<file path="src/rtl/pwm_pt_pkg.sv">
`timescale 1ns/1ps
// Package: shared types for the phase-offset PWM timer set.
// Assumes: nothing beyond standard SystemVerilog.
package pwm_pt_pkg;
    // Secondary timer sync state: waiting for a first sync, or locked.
    typedef enum logic {
        SEC_IDLE   = 1'b0,
        SEC_SYNCED = 1'b1
    } sec_state_e;
endpackage

</file>
<file path="src/rtl/pwm_master_timer.sv">
`timescale 1ns/1ps
// Module: pwm_master_timer
// Runs the master period counter, holds the shadow copies of every period
// and delay, and raises one sync strobe per secondary timer each master
// period. A delay at or beyond the master period is clamped to the last count.
// Assumes: inputs are synchronous to clk; reset is synchronous, active low.
module pwm_master_timer #(
    parameter int CNT_W   = 8,
    parameter int NUM_SEC = 4
) (
    input  logic                       clk,
    input  logic                       rst_n,
    input  logic                       en,
    input  logic [CNT_W-1:0]           mper_in,
    input  logic [NUM_SEC*CNT_W-1:0]   sper_in,
    input  logic [NUM_SEC*CNT_W-1:0]   dly_in,
    output logic [CNT_W-1:0]           m_cnt,
    output logic [NUM_SEC*CNT_W-1:0]   sper_act,
    output logic [NUM_SEC-1:0]         trig
);
    localparam int VEC_W = NUM_SEC * CNT_W;

    logic             started;
    logic [CNT_W-1:0] mper_act;
    logic [VEC_W-1:0] dly_act;
    logic [CNT_W-1:0] last_cnt;
    logic [CNT_W:0]   m_inc;
    logic             wrap;
    logic             load;

    // Next count and end-of-period detection (zero period acts as one).
    assign m_inc    = {1'b0, m_cnt} + {{CNT_W{1'b0}}, 1'b1};
    assign wrap     = (m_inc >= {1'b0, mper_act});
    assign load     = !started || (en && wrap);
    assign last_cnt = (mper_act == '0) ? '0 : (mper_act - {{(CNT_W-1){1'b0}}, 1'b1});

    // Master period counter.
    always_ff @(posedge clk) begin
        if (!rst_n) begin
            m_cnt <= '0;
        end else if (en) begin
            m_cnt <= wrap ? '0 : m_inc[CNT_W-1:0];
        end
    end

    // Remembers that counting has begun, which ends free shadow loading.
    always_ff @(posedge clk) begin
        if (!rst_n) begin
            started <= 1'b0;
        end else if (en) begin
            started <= 1'b1;
        end
    end

    // Shadow copies of periods and delays, refreshed at period boundaries.
    always_ff @(posedge clk) begin
        if (!rst_n) begin
            mper_act <= '0;
            sper_act <= '0;
            dly_act  <= '0;
        end else if (load) begin
            mper_act <= mper_in;
            sper_act <= sper_in;
            dly_act  <= dly_in;
        end
    end

    // Per-timer clamped delay compare producing the sync strobe.
    for (genvar k = 0; k < NUM_SEC; k++) begin : g_sync
        logic [CNT_W-1:0] dly_k;
        logic [CNT_W-1:0] dly_eff;
        assign dly_k   = dly_act[k*CNT_W +: CNT_W];
        assign dly_eff = (dly_k > last_cnt) ? last_cnt : dly_k;
        assign trig[k] = en && (m_cnt == dly_eff);
    end

    assert_count_step_R2: assert property (@(posedge clk) disable iff (!rst_n)
        (en && !wrap) |=> (m_cnt == $past(m_inc[CNT_W-1:0])));

    assert_freeze_R2: assert property (@(posedge clk) disable iff (!rst_n)
        (!en) |=> $stable(m_cnt));

    assert_shadow_hold_R6: assert property (@(posedge clk) disable iff (!rst_n)
        (started && !(en && wrap)) |=> ($stable(dly_act) && $stable(mper_act) && $stable(sper_act)));

    assert_no_sync_idle_R2: assert property (@(posedge clk) disable iff (!rst_n)
        (!en) |-> (trig == '0));
endmodule

</file>
<file path="src/rtl/pwm_sec_timer.sv">
`timescale 1ns/1ps
// Module: pwm_sec_timer
// One secondary period timer slaved to a sync strobe. A sync restarts it at
// 0 on the next cycle. Once locked, it counts to its period minus one and
// holds there until the next sync. Before its first sync it stays at 0.
// Assumes: trig is a single-cycle strobe qualified by en.
module pwm_sec_timer
    import pwm_pt_pkg::*;
#(
    parameter int CNT_W = 8
) (
    input  logic             clk,
    input  logic             rst_n,
    input  logic             en,
    input  logic             trig,
    input  logic [CNT_W-1:0] per,
    output logic [CNT_W-1:0] cnt
);
    sec_state_e     state;
    logic [CNT_W:0] cnt_inc;
    logic           room;

    // Room to advance exists while the next count is still inside the period.
    assign cnt_inc = {1'b0, cnt} + {{CNT_W{1'b0}}, 1'b1};
    assign room    = (cnt_inc < {1'b0, per});

    // Restart on sync, advance while locked, otherwise hold.
    always_ff @(posedge clk) begin
        if (!rst_n) begin
            state <= SEC_IDLE;
            cnt   <= '0;
        end else if (en) begin
            if (trig) begin
                state <= SEC_SYNCED;
                cnt   <= '0;
            end else if ((state == SEC_SYNCED) && room) begin
                cnt <= cnt_inc[CNT_W-1:0];
            end
        end
    end

    assert_reload_R5: assert property (@(posedge clk) disable iff (!rst_n)
        (en && trig) |=> (cnt == '0));

    assert_hold_boundary_R4: assert property (@(posedge clk) disable iff (!rst_n)
        (en && !trig && !room) |=> $stable(cnt));

    assert_idle_zero_R9: assert property (@(posedge clk) disable iff (!rst_n)
        (state == SEC_IDLE) |-> (cnt == '0));
endmodule

</file>
<file path="src/rtl/pwm_chan_out.sv">
`timescale 1ns/1ps
// Module: pwm_chan_out
// One high-side PWM channel. It picks its reference timer from the packed
// count bus (slot 0 is the master) and registers the compare of that count
// against duty. Select codes beyond the secondary range fall back to slot 0.
// Assumes: cnt_all holds NUM_SEC+1 counts, the master in the lowest slot.
module pwm_chan_out #(
    parameter int CNT_W   = 8,
    parameter int NUM_SEC = 4,
    parameter int SEL_W   = 3
) (
    input  logic                         clk,
    input  logic                         rst_n,
    input  logic [(NUM_SEC+1)*CNT_W-1:0] cnt_all,
    input  logic [SEL_W-1:0]             sel,
    input  logic [CNT_W-1:0]             duty,
    output logic                         pwm
);
    localparam logic [SEL_W-1:0] SEL_TOP = SEL_W'(NUM_SEC);

    logic [SEL_W-1:0] src;
    logic [CNT_W-1:0] ref_cnt;

    // Out-of-range select codes map to the master timer.
    always_comb begin
        src = (sel > SEL_TOP) ? '0 : sel;
    end

    assign ref_cnt = cnt_all[int'(src)*CNT_W +: CNT_W];

    // Registered duty compare.
    always_ff @(posedge clk) begin
        if (!rst_n) begin
            pwm <= 1'b0;
        end else begin
            pwm <= (ref_cnt < duty);
        end
    end

    assert_zero_duty_R8: assert property (@(posedge clk) disable iff (!rst_n)
        (duty == '0) |=> !pwm);

    assert_full_duty_R8: assert property (@(posedge clk) disable iff (!rst_n)
        (duty == '1) |=> pwm);

    assert_reset_low_R1: assert property (@(posedge clk)
        (!rst_n) |=> !pwm);
endmodule

</file>
<file path="src/rtl/pwm_phase_timers.sv">
`timescale 1ns/1ps
// Module: pwm_phase_timers (top)
// A master period timer, NUM_SEC secondary timers restarted by delayed syncs,
// and NUM_CH high-side PWM channels, each following one chosen timer.
// Assumes: all inputs are synchronous to clk; reset is synchronous, active low.
module pwm_phase_timers #(
    parameter int CNT_W   = 8,
    parameter int NUM_SEC = 4,
    parameter int NUM_CH  = 4,
    parameter int SEL_W   = $clog2(NUM_SEC + 1)
) (
    input  logic                      clk,
    input  logic                      rst_n,
    input  logic                      en,
    input  logic [CNT_W-1:0]          mst_period,
    input  logic [NUM_SEC*CNT_W-1:0]  sec_period,
    input  logic [NUM_SEC*CNT_W-1:0]  sec_delay,
    input  logic [NUM_CH*CNT_W-1:0]   ch_duty,
    input  logic [NUM_CH*SEL_W-1:0]   ch_sel,
    output logic [NUM_CH-1:0]         pwm_hi,
    output logic [CNT_W-1:0]          mst_count,
    output logic [NUM_SEC*CNT_W-1:0]  sec_count
);
    localparam int ALL_W = (NUM_SEC + 1) * CNT_W;

    logic [NUM_SEC*CNT_W-1:0] sper_act;
    logic [NUM_SEC-1:0]       trig;
    logic [ALL_W-1:0]         cnt_all;

    pwm_master_timer #(
        .CNT_W   (CNT_W),
        .NUM_SEC (NUM_SEC)
    ) u_master (
        .clk      (clk),
        .rst_n    (rst_n),
        .en       (en),
        .mper_in  (mst_period),
        .sper_in  (sec_period),
        .dly_in   (sec_delay),
        .m_cnt    (mst_count),
        .sper_act (sper_act),
        .trig     (trig)
    );

    // One slaved timer per delay slot.
    for (genvar k = 0; k < NUM_SEC; k++) begin : g_sec
        pwm_sec_timer #(
            .CNT_W (CNT_W)
        ) u_sec (
            .clk   (clk),
            .rst_n (rst_n),
            .en    (en),
            .trig  (trig[k]),
            .per   (sper_act[k*CNT_W +: CNT_W]),
            .cnt   (sec_count[k*CNT_W +: CNT_W])
        );
    end

    assign cnt_all = {sec_count, mst_count};

    // One compare stage per output channel.
    for (genvar c = 0; c < NUM_CH; c++) begin : g_ch
        pwm_chan_out #(
            .CNT_W   (CNT_W),
            .NUM_SEC (NUM_SEC),
            .SEL_W   (SEL_W)
        ) u_ch (
            .clk     (clk),
            .rst_n   (rst_n),
            .cnt_all (cnt_all),
            .sel     (ch_sel[c*SEL_W +: SEL_W]),
            .duty    (ch_duty[c*CNT_W +: CNT_W]),
            .pwm     (pwm_hi[c])
        );
    end
endmodule

</file>
<file path="config.mk">
export PLATFORM = sky130hd
export DESIGN_NAME = pwm_phase_timers
export DESIGN_NICKNAME = d
export VERILOG_FILES = /design/src/rtl/pwm_pt_pkg.sv /design/src/rtl/pwm_master_timer.sv /design/src/rtl/pwm_sec_timer.sv /design/src/rtl/pwm_chan_out.sv /design/src/rtl/pwm_phase_timers.sv
export SDC_FILE = /design/constraint.sdc
export NUM_CORES = 1
export LEC_CHECK = 0
export BUFFER_PORTS_ARGS = -buffer_cell sky130_fd_sc_hd__buf_2
export CAP_MARGIN = 20
export CORE_MARGIN = 10
export CORE_UTILIZATION = 55
export DETAILED_ROUTE_END_ITERATION = 12
export PLACE_DENSITY = 0.78
export SETUP_SLACK_MARGIN = 0.1
export SYNTH_ARGS = -nofsm -noshare
export SYNTH_HDL_FRONTEND = slang
export SYNTH_SLANG_ARGS = --single-unit
</file>
<file path="constraint.sdc">
create_clock -name clk -period 5 [get_ports clk]
set_clock_uncertainty 0.15 [all_clocks]
set_input_delay 0.25 -clock clk [delete_from_list [all_inputs] [get_ports clk]]
set_output_delay 0.25 -clock clk [all_outputs]
set_load 0.05 [all_outputs]
</file>
==> impl_metrics.csv <==
group,metric,value,unit
outcome,outcome,"finished clean",
placed_design,numPortBuffers,162,
critical_path,crit_fanout,8,
sta,relSlewSlack,34.6,%
hold_path,hold_start,"ch_duty[4]",
critical_path,rr_endpoint,"g_sec[0].u_sec.cnt[2]$_SDFFE_PN0P_",
critical_path,worst_setup_path_start_kind,"flop",
pwr,ir_worst_vdd,257,µV
placed_design,dpl.hpwl,24300,µm
run,maxCapViolations,0,
synth,synth_edf_count,0,
global_routing,grt_max_degree,63,
sta,fin_setup_tns,0,ps
pwr,power_density,306,nW/µm²
clock_network,cts_sinks,121,
synth,syn_area_per_cell,7.68,µm²
sta,period_share,89.1,%
finish,multiInputGateArea,6890,µm²
clock_network,clockRootBuffer,"clkbuf_16",
critical_path,cp_cell_sequence,"inv_1 > ha_1 > nor4b_2 > nor4b_1 > nor2_1 > ha_1 > and4_1 > a21boi_0 > a22oi_1 > buf_4 > mux2i_1 > nor4bb_1 > nand4_1 > and3_1",
critical_path,critPathTopFamily,"simple AND/OR/NAND/NOR gates",
routing,wirelength,33400,µm
routing,ant_nets,0,
clock_network,cts_tree,"done",
synth,synth_ff_type,"dfxtp_1",
floorplanning,die_w,155,µm
sta,finalSetupViolations,0,
routing,drc,0,
finish,antennaDiodeCount,0,
global_routing,use_met1,35.1,%
global_routing,overflow,0,
clock_network,post_cts_resized,0,
synth,synth.distinct_cells,68,
floorplanning,core_area,18000,µm²
clock_network,clk_latency,420,ps
floorplanning,dieArea,24100,µm²
critical_path,reg2reg_from,"u_master.mper_act[0]$_SDFFE_PN0P_",
sta,maxSlewViolCount,0,
synth,synth_area,10100,µm²
pwr,leakage,5.47,nW
finish,synthToLayoutAreaGrowth,21.8,%
global_routing,antenna_found_initial,0,
placed_design,gp_congestion,0.969,
finish,drive_above_1_share,17.5,%
clock_network,cts_hold_buf,72,
synth,seq_area_frac_synth,24.1,%
finish,fillers,1475,
global_routing,grt_pass1_wl,53600,µm
global_routing,grtUsageMet3,6.62,%
finish,design_area,12300,µm²
critical_path,end_kind,"flop",
global_routing,top_usage_layer,"met2",
critical_path,worst_path_most_repeated_cell,"ha_1",
clock_network,clkTransAtPathRegs,60,ps
critical_path,cp_slowest_stage_delay,650,ps
floorplanning,start_util,56.0,%
finish,fin_nets,1697,
critical_path,crit_required,5160,ps
floorplanning,io_pins,163,
routing,vias,10600,
hold_path,whs_endpoint,"g_ch[0].u_ch.pwm$_SDFF_PN0_",
clock_network,cts_setup_buffers,0,
synth,synthCells,1311,
routing,wl_per_cell,19.5,µm
clock_network,cts.path.max_buffers,2,
clock_network,cts_inserted_buffers,17,
critical_path,rrSetupSlack,550,ps
routing,dr.pass1.iters,5,
finish,ff_latch_area,2420,µm²
sta,timing_hold_violations_final,0,
critical_path,cp_slowest_cell,"nor2_1",
synth,ys_ff_latch,121,
hold_path,hold_path_class,"in -> reg",
sta,worstMarginPinSlew,956,ps
global_routing,first_global_vias,10300,
sta,period_minus_slack,4450,ps
sta,holdWs,49.2,ps
global_routing,gr-usage-met2,42.0,%
clock_network,htreeDepth,4,
synth,synth-async-reset-ratio,0,%
routing,viasPerCell,6.17,
critical_path,path_class,"reg -> reg",
critical_path,cp.buffers_inverters,2,
hold_path,min_path_cells,4,
global_routing,grt_usage,26.9,%
floorplanning,die_y,155,µm
sta,fmax,225,MHz
routing,drtIter0Drc,1027,
floorplanning,fp-row-count,49,
critical_path,reg2regPathDepth,14,
sta,rsz0062_at_grt,"false",
synth,yosys_warnings,0,
synth,syn_nets,1533,
critical_path,crit_arrival,4610,ps
placed_design,place_area,10900,µm²
-- cells in the mapped netlist (38+ instances only) --
master,instances,area [µm²]
a21oi_1,137,686
dfxtp_1,121,2420
nand3_1,105,526
ha_1,103,1290
o21ai_0,102,510
inv_1,99,372
clkbuf_1,97,364
nor2_1,63,236
xnor2_1,51,447
nand2_1,38,143
-- state kept, by name, summed over array words and instances (netlist names) --
| signal | flops |
|---|---|
| g_sec.u_sec.cnt | 32 |
| u_master.dly_act | 32 |
| u_master.sper_act | 32 |
| u_master.m_cnt | 8 |
| u_master.mper_act | 8 |
| g_ch.u_ch.pwm | 4 |
| g_sec.u_sec.state | 4 |
| u_master.started | 1 |
-- final cells by class --
cell class / count / share of cell area (%)
multi-input cells: 981 / 56.2
clock buffers: 17 / 3.47
clock inverters: 15 / 1.44
inverters: 101 / 3.09
well taps: 229 / 2.34
repair buffers: 253 / 13.8
flip-flops and latches: 121 / 19.8
-- cell families (layout without fill, tap and decap cells) --
kind of cell	Yosys count	in the layout	synth area share [%]
mux	39	39	4.25
simple gates	339	339	17.6
xor+xnor	80	80	6.96
compound gates	420	420	26.3
buf+inv	209	386	7.99
fa+ha+maj	103	103	12.8
flops	121	121	24.1
-- tightest hold or removal path: stages --
cell and delay (ps):
buf_2 90, inv_1 40, ha_1 120, a31oi_1 60
-- where the power goes --
group,total (mW),switching (mW),internal [mW]
combinational,1.36,0.810,0.550
sequential,1.13,0.0849,1.05
clock,1.26,0.475,0.784
total,3.75,1.37,2.38
-- worst max path at each step --
stage                                      start                                 end  cells after the start
3_5_place_dp   u_master.mper_act[0]$_SDFFE_PN0P_  g_sec[0].u_sec.cnt[2]$_SDFFE_PN0P_                     14
6_report       u_master.mper_act[0]$_SDFFE_PN0P_  g_sec[0].u_sec.cnt[2]$_SDFFE_PN0P_                     14
5_1_grt        u_master.mper_act[0]$_SDFFE_PN0P_  g_sec[0].u_sec.cnt[2]$_SDFFE_PN0P_                     14
2_1_floorplan  u_master.mper_act[0]$_SDFFE_PN0P_   g_sec[3].u_sec.state$_SDFFE_PN0P_                     14
4_1_cts        u_master.mper_act[0]$_SDFFE_PN0P_  g_sec[0].u_sec.cnt[2]$_SDFFE_PN0P_                     14
3_3_place_gp   u_master.mper_act[0]$_SDFFE_PN0P_  g_sec[0].u_sec.cnt[2]$_SDFFE_PN0P_                     14
-- stage by stage --
step / utilization, % / instances / total power, mW / worst slack, ps
after floorplan: - / 1311 / 2.07 / 808
after global placement: 60.9 / 1613 / 2.40 / 770
after detailed placement: 60.9 / 1613 / 2.43 / 656
after CTS: 68.3 / 1717 / 3.73 / 624
after global routing: 68.3 / 1717 / 3.97 / 208
final: 68.3 / 1717 / 3.75 / 546
-- metal layers --
layer	wire, µm	share of wire (%)
met4	788	2.4
met1	14500	43
met3	3170	9.5
met5	0	0
met2	14900	45
-- cell usage in the layout (no fill, tap or decap), types with 8 or more instances in the layout --
cell,synthesis,routed
dfxtp_1,121,121
ha_1,103,103
dlygate4sd3_1,0,72
nand2_1,38,38
nor3_1,15,15
and2_1,10,10
o21a_1,8,8
nand3_1,105,105
mux2i_1,9,9
buf_4,5,18
xor2_1,29,29
o22a_1,30,30
o22ai_1,30,29
nand2b_1,17,17
xnor2_1,51,51
o21ai_0,102,102
buf_2,1,162
nor2b_1,14,14
clkbuf_16,0,17
mux2_2,30,30
and3_1,24,24
nor2_1,63,63
inv_1,99,99
a211oi_1,19,19
nand4_1,19,19
a21oi_1,137,137
Power figures use the tool's default switching activity.
